<file path="config.mk">
export PLATFORM = sky130hd
export DESIGN_NAME = wdg_keyed
export DESIGN_NICKNAME = d
export VERILOG_FILES = /design/src/rtl/wdg_pkg.sv /design/src/rtl/wdg_prescaler.sv /design/src/rtl/wdg_key_detect.sv /design/src/rtl/wdg_counter.sv /design/src/rtl/wdg_keyed.sv
export SDC_FILE = /design/constraint.sdc
export NUM_CORES = 1
export LEC_CHECK = 0
export BUFFER_PORTS_ARGS = -buffer_cell sky130_fd_sc_hd__buf_4
export CORE_MARGIN = 10
export CORE_UTILIZATION = 45
export CTS_CLUSTER_SIZE = 20
export DETAILED_ROUTE_END_ITERATION = 10
export PLACE_DENSITY = 0.73
export SYNTH_ARGS = -nofsm -noshare
export SYNTH_HDL_FRONTEND = slang
export SYNTH_SLANG_ARGS = --single-unit
</file>
<file path="constraint.sdc">
create_clock -name clk -period 2.04 [get_ports clk]
set_clock_uncertainty 0.1 [all_clocks]
set_input_delay 0.306 -clock clk [delete_from_list [all_inputs] [get_ports clk]]
set_output_delay 0.306 -clock clk [all_outputs]
set_load 0.01 [all_outputs]
</file>
<file path="src/rtl/wdg_pkg.sv">
package wdg_pkg;
   // Register selector on the write port
   typedef enum logic {
      WDG_SEL_RELOAD = 1'b0,
      WDG_SEL_KICK   = 1'b1
   } wdg_sel_e;

   localparam int unsigned WDG_MAX_PRE_W = 32;
endpackage

</file>
<file path="src/rtl/wdg_prescaler.sv">
module wdg_prescaler #(
   parameter int unsigned PRE_W = 16
) (
   input  logic clk,
   input  logic rst_n,
   input  logic run,
   input  logic clr,
   output logic tick
);
   generate
      if (PRE_W == 0) begin : g_direct
         // No division: every armed cycle is a tick
         assign tick = run;
      end else begin : g_div
         logic [PRE_W-1:0] pre_q;
         always_ff @(posedge clk or negedge rst_n) begin
            if (!rst_n)      pre_q <= '0;
            else if (clr)    pre_q <= '0;
            else if (run)    pre_q <= pre_q + 1'b1;
         end
         assign tick = run && (pre_q == {PRE_W{1'b1}});
      end
   endgenerate
endmodule

</file>
<file path="src/rtl/wdg_key_detect.sv">
module wdg_key_detect
   import wdg_pkg::*;
#(
   parameter int unsigned      DATA_W = 16,
   parameter logic [DATA_W-1:0] KEY   = 16'h4EA9
) (
   input  logic              wr_en,
   input  wdg_sel_e          wr_sel,
   input  logic [DATA_W-1:0] wr_data,
   output logic              kick_ok,
   output logic              reload_we
);
   always_comb begin
      kick_ok   = wr_en && (wr_sel == WDG_SEL_KICK) && (wr_data == KEY);
      reload_we = wr_en && (wr_sel == WDG_SEL_RELOAD);
   end
endmodule

</file>
<file path="src/rtl/wdg_counter.sv">
module wdg_counter #(
   parameter int unsigned      CNT_W      = 16,
   parameter logic [CNT_W-1:0] RELOAD_RST = '1
) (
   input  logic             clk,
   input  logic             rst_n,
   input  logic             reload_we,
   input  logic [CNT_W-1:0] reload_val,
   input  logic             kick,
   input  logic             tick,
   output logic [CNT_W-1:0] count,
   output logic [CNT_W-1:0] rld,
   output logic             armed,
   output logic             expire
);
   localparam logic [CNT_W-1:0] ONE = CNT_W'(1);

   always_ff @(posedge clk or negedge rst_n) begin
      if (!rst_n) rld <= RELOAD_RST;
      else if (reload_we) rld <= reload_val;
   end

   always_ff @(posedge clk or negedge rst_n) begin
      if (!rst_n) begin
         count  <= '0;
         armed  <= 1'b0;
         expire <= 1'b0;
      end else begin
         expire <= 1'b0;
         if (kick) begin
            armed <= 1'b1;
            count <= rld;
         end else if (armed && tick) begin
            if (count <= ONE) begin
               count  <= '0;
               armed  <= 1'b0;
               expire <= 1'b1;
            end else begin
               count <= count - ONE;
            end
         end
      end
   end
endmodule

</file>
<file path="src/rtl/wdg_keyed.sv">
module wdg_keyed
   import wdg_pkg::*;
#(
   parameter int unsigned       DATA_W     = 16,
   parameter int unsigned       CNT_W      = 16,
   parameter int unsigned       PRE_W      = 16,
   parameter logic [DATA_W-1:0] KEY        = 16'h4EA9,
   parameter logic [CNT_W-1:0]  RELOAD_RST = '1
) (
   input  logic              clk,
   input  logic              rst_n,
   input  logic              wr_en,
   input  logic              wr_sel,
   input  logic [DATA_W-1:0] wr_data,
   output logic [CNT_W-1:0]  count_o,
   output logic              rst_req_o
);
   generate
      if (CNT_W < 1 || CNT_W > DATA_W) begin : g_bad_cnt
         $error("wdg_keyed: CNT_W must lie in 1..DATA_W");
      end
      if (PRE_W > WDG_MAX_PRE_W) begin : g_bad_pre
         $error("wdg_keyed: PRE_W too large");
      end
   endgenerate

   logic             kick_ok;
   logic             reload_we;
   logic             tick;
   logic             armed;
   logic [CNT_W-1:0] rld;
   logic [CNT_W-1:0] reload_val;

   assign reload_val = wr_data[CNT_W-1:0];

   wdg_key_detect #(.DATA_W(DATA_W), .KEY(KEY)) u_key (
      .wr_en    (wr_en),
      .wr_sel   (wdg_sel_e'(wr_sel)),
      .wr_data  (wr_data),
      .kick_ok  (kick_ok),
      .reload_we(reload_we)
   );

   wdg_prescaler #(.PRE_W(PRE_W)) u_pre (
      .clk  (clk),
      .rst_n(rst_n),
      .run  (armed),
      .clr  (kick_ok),
      .tick (tick)
   );

   wdg_counter #(.CNT_W(CNT_W), .RELOAD_RST(RELOAD_RST)) u_cnt (
      .clk       (clk),
      .rst_n     (rst_n),
      .reload_we (reload_we),
      .reload_val(reload_val),
      .kick      (kick_ok),
      .tick      (tick),
      .count     (count_o),
      .rld       (rld),
      .armed     (armed),
      .expire    (rst_req_o)
   );
endmodule

</file>
==> impl_metrics.py <==
metrics = {
    "status": {
        "run_status": "finished with violations",
        "violations": "negative setup slack",
    },
    "floorplan": {
        "initial_utilization_pct": 46.2,
        "dieArea_mm2": 0.00902,
        "coreArea_mm2": 0.00547,
        "rows": 27,
        "fp.dieH_um": 95.0,
        "boundaryPins": 37,
        "die_w_um": 95.0,
    },
    "critical_path": {
        "start_kind": "flop",
        "required_ns": 2.17,
        "crit_chain": "ha_2 > nand4_1 > or4_4 > or2_0 > or4b_1 > a31oi_1",
        "arrival_ns": 2.25,
        "crit_slowest_cell": "or4b_1",
        "cpPeakStageDelay_ns": 0.47,
        "critPathCaptureType": "flop",
        "worstPathMaxFanout": 4,
        "worst-setup-path-type": "flop to flop",
    },
    "yosys": {
        "post-synth-top-count-cell": "nor2_1",
        "synth_xor_area_share_pct": 4.85,
        "yosys_warnings": 0,
        "synth_ff_type": "dfrtp_1",
        "synth_top_area_share_pct": 33.6,
        "ys_top_cells_by_count": "36 x nor2_1, 34 x dfrtp_1, 21 x a21oi_1",
        "synth-simple-area-share_pct": 19.9,
        "synthAdderAreaFrac_pct": 1.48,
        "synth_compound_area_share_pct": 10.8,
        "syn-cell-area_mm2": 0.00253,
        "syn_area_per_cell_um2": 10.1,
        "synth_area_leader_cell": "dfrtp_1",
        "async_reset_ff_share_pct": 100,
        "seq_area_frac_synth_pct": 50.2,
        "synth_top_family_by_area": "simple AND/OR/NAND/NOR gates",
        "synthDistinctLibCells": 38,
        "synth.mux.area_fraction_pct": 10.3,
        "ys_ff_latch": 50,
        "synth_edf_count": 0,
        "postSynthCellCount": 251,
        "synth_top_cells_by_area": "dfrtp_1 34%, dfstp_2 17%, mux2_2 7.1%, nor2_1 5.3%, a21oi_1 4.2%",
        "synthesis.nets": 274,
    },
    "timing": {
        "fin_crit_sh_pct": 104,
        "min_period_ns": 2.12,
        "setup_ws_ns": -0.0810,
        "rsz0062_at_grt": "yes",
        "fmax_mhz": 471,
        "setup_viol": 4,
        "worst_slew_pin_slew_ns": 0.662,
        "max_slew_margin_pct": 55.9,
        "slew_violations": 0,
        "finalHoldViolations": 0,
    },
    "cts": {
        "clk_latency_ns": 0.30,
        "root_buffer": "clkbuf_8",
        "clkSinkCount": 50,
        "cts_max_level": 2,
        "clkSlewWorstSetupHoldPaths_ns": 0.09,
        "cts_made_buffers": 5,
        "cts_buffer_depth": 2,
        "cts_tree": "done",
    },
    "route": {
        "vias": 2235,
        "drc": 0,
        "drtAntennaViolNets": 0,
        "via_per_inst": 5.45,
        "first_pass_iters": 4,
        "wl_per_cell_um": 16.1,
        "drt_iter0_drc": 72,
        "routed_wirelength_um": 6610,
    },
    "finish": {
        "n_antenna_cell": 0,
        "final_net_count": 360,
        "area_growth_pct": 39.3,
        "drive_gt1_share_pct": 44.7,
        "num-fill-cells": 449,
        "stdcell_area_mm2": 0.00352,
    },
    "job": {
        "drv_cap": 0,
    },
    "min_path": {
        "hold_path_class": "input port to flop",
    },
    "global_routing": {
        "grt_use_total_pct": 14.8,
        "grt_pass1_vias": 2289,
        "grt_pass1_wl_um": 10700,
        "overflow": 0,
        "grt_antenna_before_repair": 0,
        "met3_usage_pct": 3.25,
        "grt_max_degree": 51,
        "grtUsageMet1_pct": 17.5,
        "use_met2_pct": 26.4,
        "busiest_layer": "met2",
    },
    "placed_design": {
        "port_buffers": 36,
        "pre_cts_slack_ns": -0.156,
        "post_dp_cell_area_mm2": 0.00328,
        "gp_congestion": 0.844,
        "hpwlAfterDp_um": 4850,
    },
    "power": {
        "ir_drop_v": 0.000366,
        "powerDensity_mw_per_mm2": 542,
        "leakage_uw": 0.00145,
    },
}
==> final cells by class <==
type | count | area [um2] | area share (%)
timing repair buffer | 91 | 689 | 19.6
clock buffer | 8 | 110 | 3.13
tap | 72 | 90.1 | 2.56
multi-input combinational | 185 | 1350 | 38.2
inverter | 4 | 15.0 | 0.426
sequential | 50 | 1270 | 36.1
==> through the flow <==
step	TNS [ns]	hold slack, ns	instances	power (uW)	utilization, %
4_1_cts	-0.353	0.132	409	1930	62.9
5_1_grt	-1.02	0.128	410	1980	64.4
6_report	-0.152	0.141	410	1910	64.4
2_1_floorplan	-0.0882	-0.0896	251	1180	-
3_3_place_gp	-0.112	0.261	399	1250	59.9
3_5_place_dp	-0.849	0.277	399	1260	59.9
==> worst paths after layout <==
| kind | endpoint | slack, ns | cells after the start | from |
|---|---|---|---|---|
| setup / recovery | u_cnt.count[12] | -0.08 | 6 | u_pre.g_div.pre_q[1] |
| hold / removal | u_cnt.rld[7] | 0.14 | 2 | wr_data[7] |
| setup reg to reg | u_cnt.count[12] | -0.08 | 6 | u_pre.g_div.pre_q[1] |
| hold reg to reg | u_cnt.count[4] | 0.41 | 2 | u_cnt.rld[4] |
| max in group asynchronous | u_pre.g_div.pre_q[8] | 0.92 | 2 | rst_n |
| min in group asynchronous | u_cnt.count[10] | 0.46 | 2 | rst_n |
==> critical path: cells and delay by family (launching register included) <==
kind	cells	cell delay [ns]
compound gates	1	0.15
fa+ha+maj	1	0.19
flops	1	0.38
simple gates	4	1.24
==> logic make-up after synthesis <==
| family | Yosys count |
|---|---|
| AO/OA/AOI/OAI | 47 |
| XOR/XNOR | 14 |
| buffers and inverters | 16 |
| adder cells (fa/ha/maj) | 3 |
| flip-flops | 50 |
| multiplexers | 24 |
| AND/OR/NAND/NOR | 97 |
==> state kept, by name (all words and copies together) (netlist names) <==
register and count:
u_cnt.armed 1, u_cnt.count 16, u_cnt.expire 1, u_cnt.rld 16
u_pre.g_div.pre_q 16
==> routing by layer <==
| metal | vias to the layer above | wire, um |
|---|---|---|
| met4 | 0 | 70 |
| li1 | 1070 | - |
| met5 | - | 0 |
| met2 | 35 | 3500 |
| met1 | 1124 | 2780 |
| met3 | 6 | 260 |
==> cell usage in the layout, fill, tap and decap left out, drive strengths merged, types with 2 or more instances in the layout <==
cell,netlist,final
nand4,10,10
or2,2,2
o2bb2a,2,2
nand2b,2,2
nand3,2,2
or4,2,2
buf,1,90
nor4,5,5
inv,4,4
dfstp,16,16
ha,3,3
nand2,14,14
xor2,9,9
o21ai,13,13
and3,2,2
or3,5,5
xnor2,5,5
mux2i,8,8
clkbuf,11,8
a2111oi,2,2
a31oi,6,6
a21oi,21,21
mux2,16,16
nor4b,3,3
dfrtp,34,34
nor2,36,36
nor4bb,2,2
nor3,8,8
==> what timing repair did <==
| action | 4_1_cts | 5_1_grt |
|---|---|---|
| pin swaps | 3 | 5 |
| endpoints found under the setup margin | 14 | 16 |
| hold endpoints to repair | 34 | 0 |
| hold buffers | 1 | 0 |
| buffers inserted | 1 | 2 |
| resized for setup | 6 | 18 |
==> report_power, final <==
group | switching [uW] | internal (uW)
logic | 59.3 | 76.8
registers | 28.0 | 1080
clock network | 327 | 343
(Power assumes the default switching activity.)
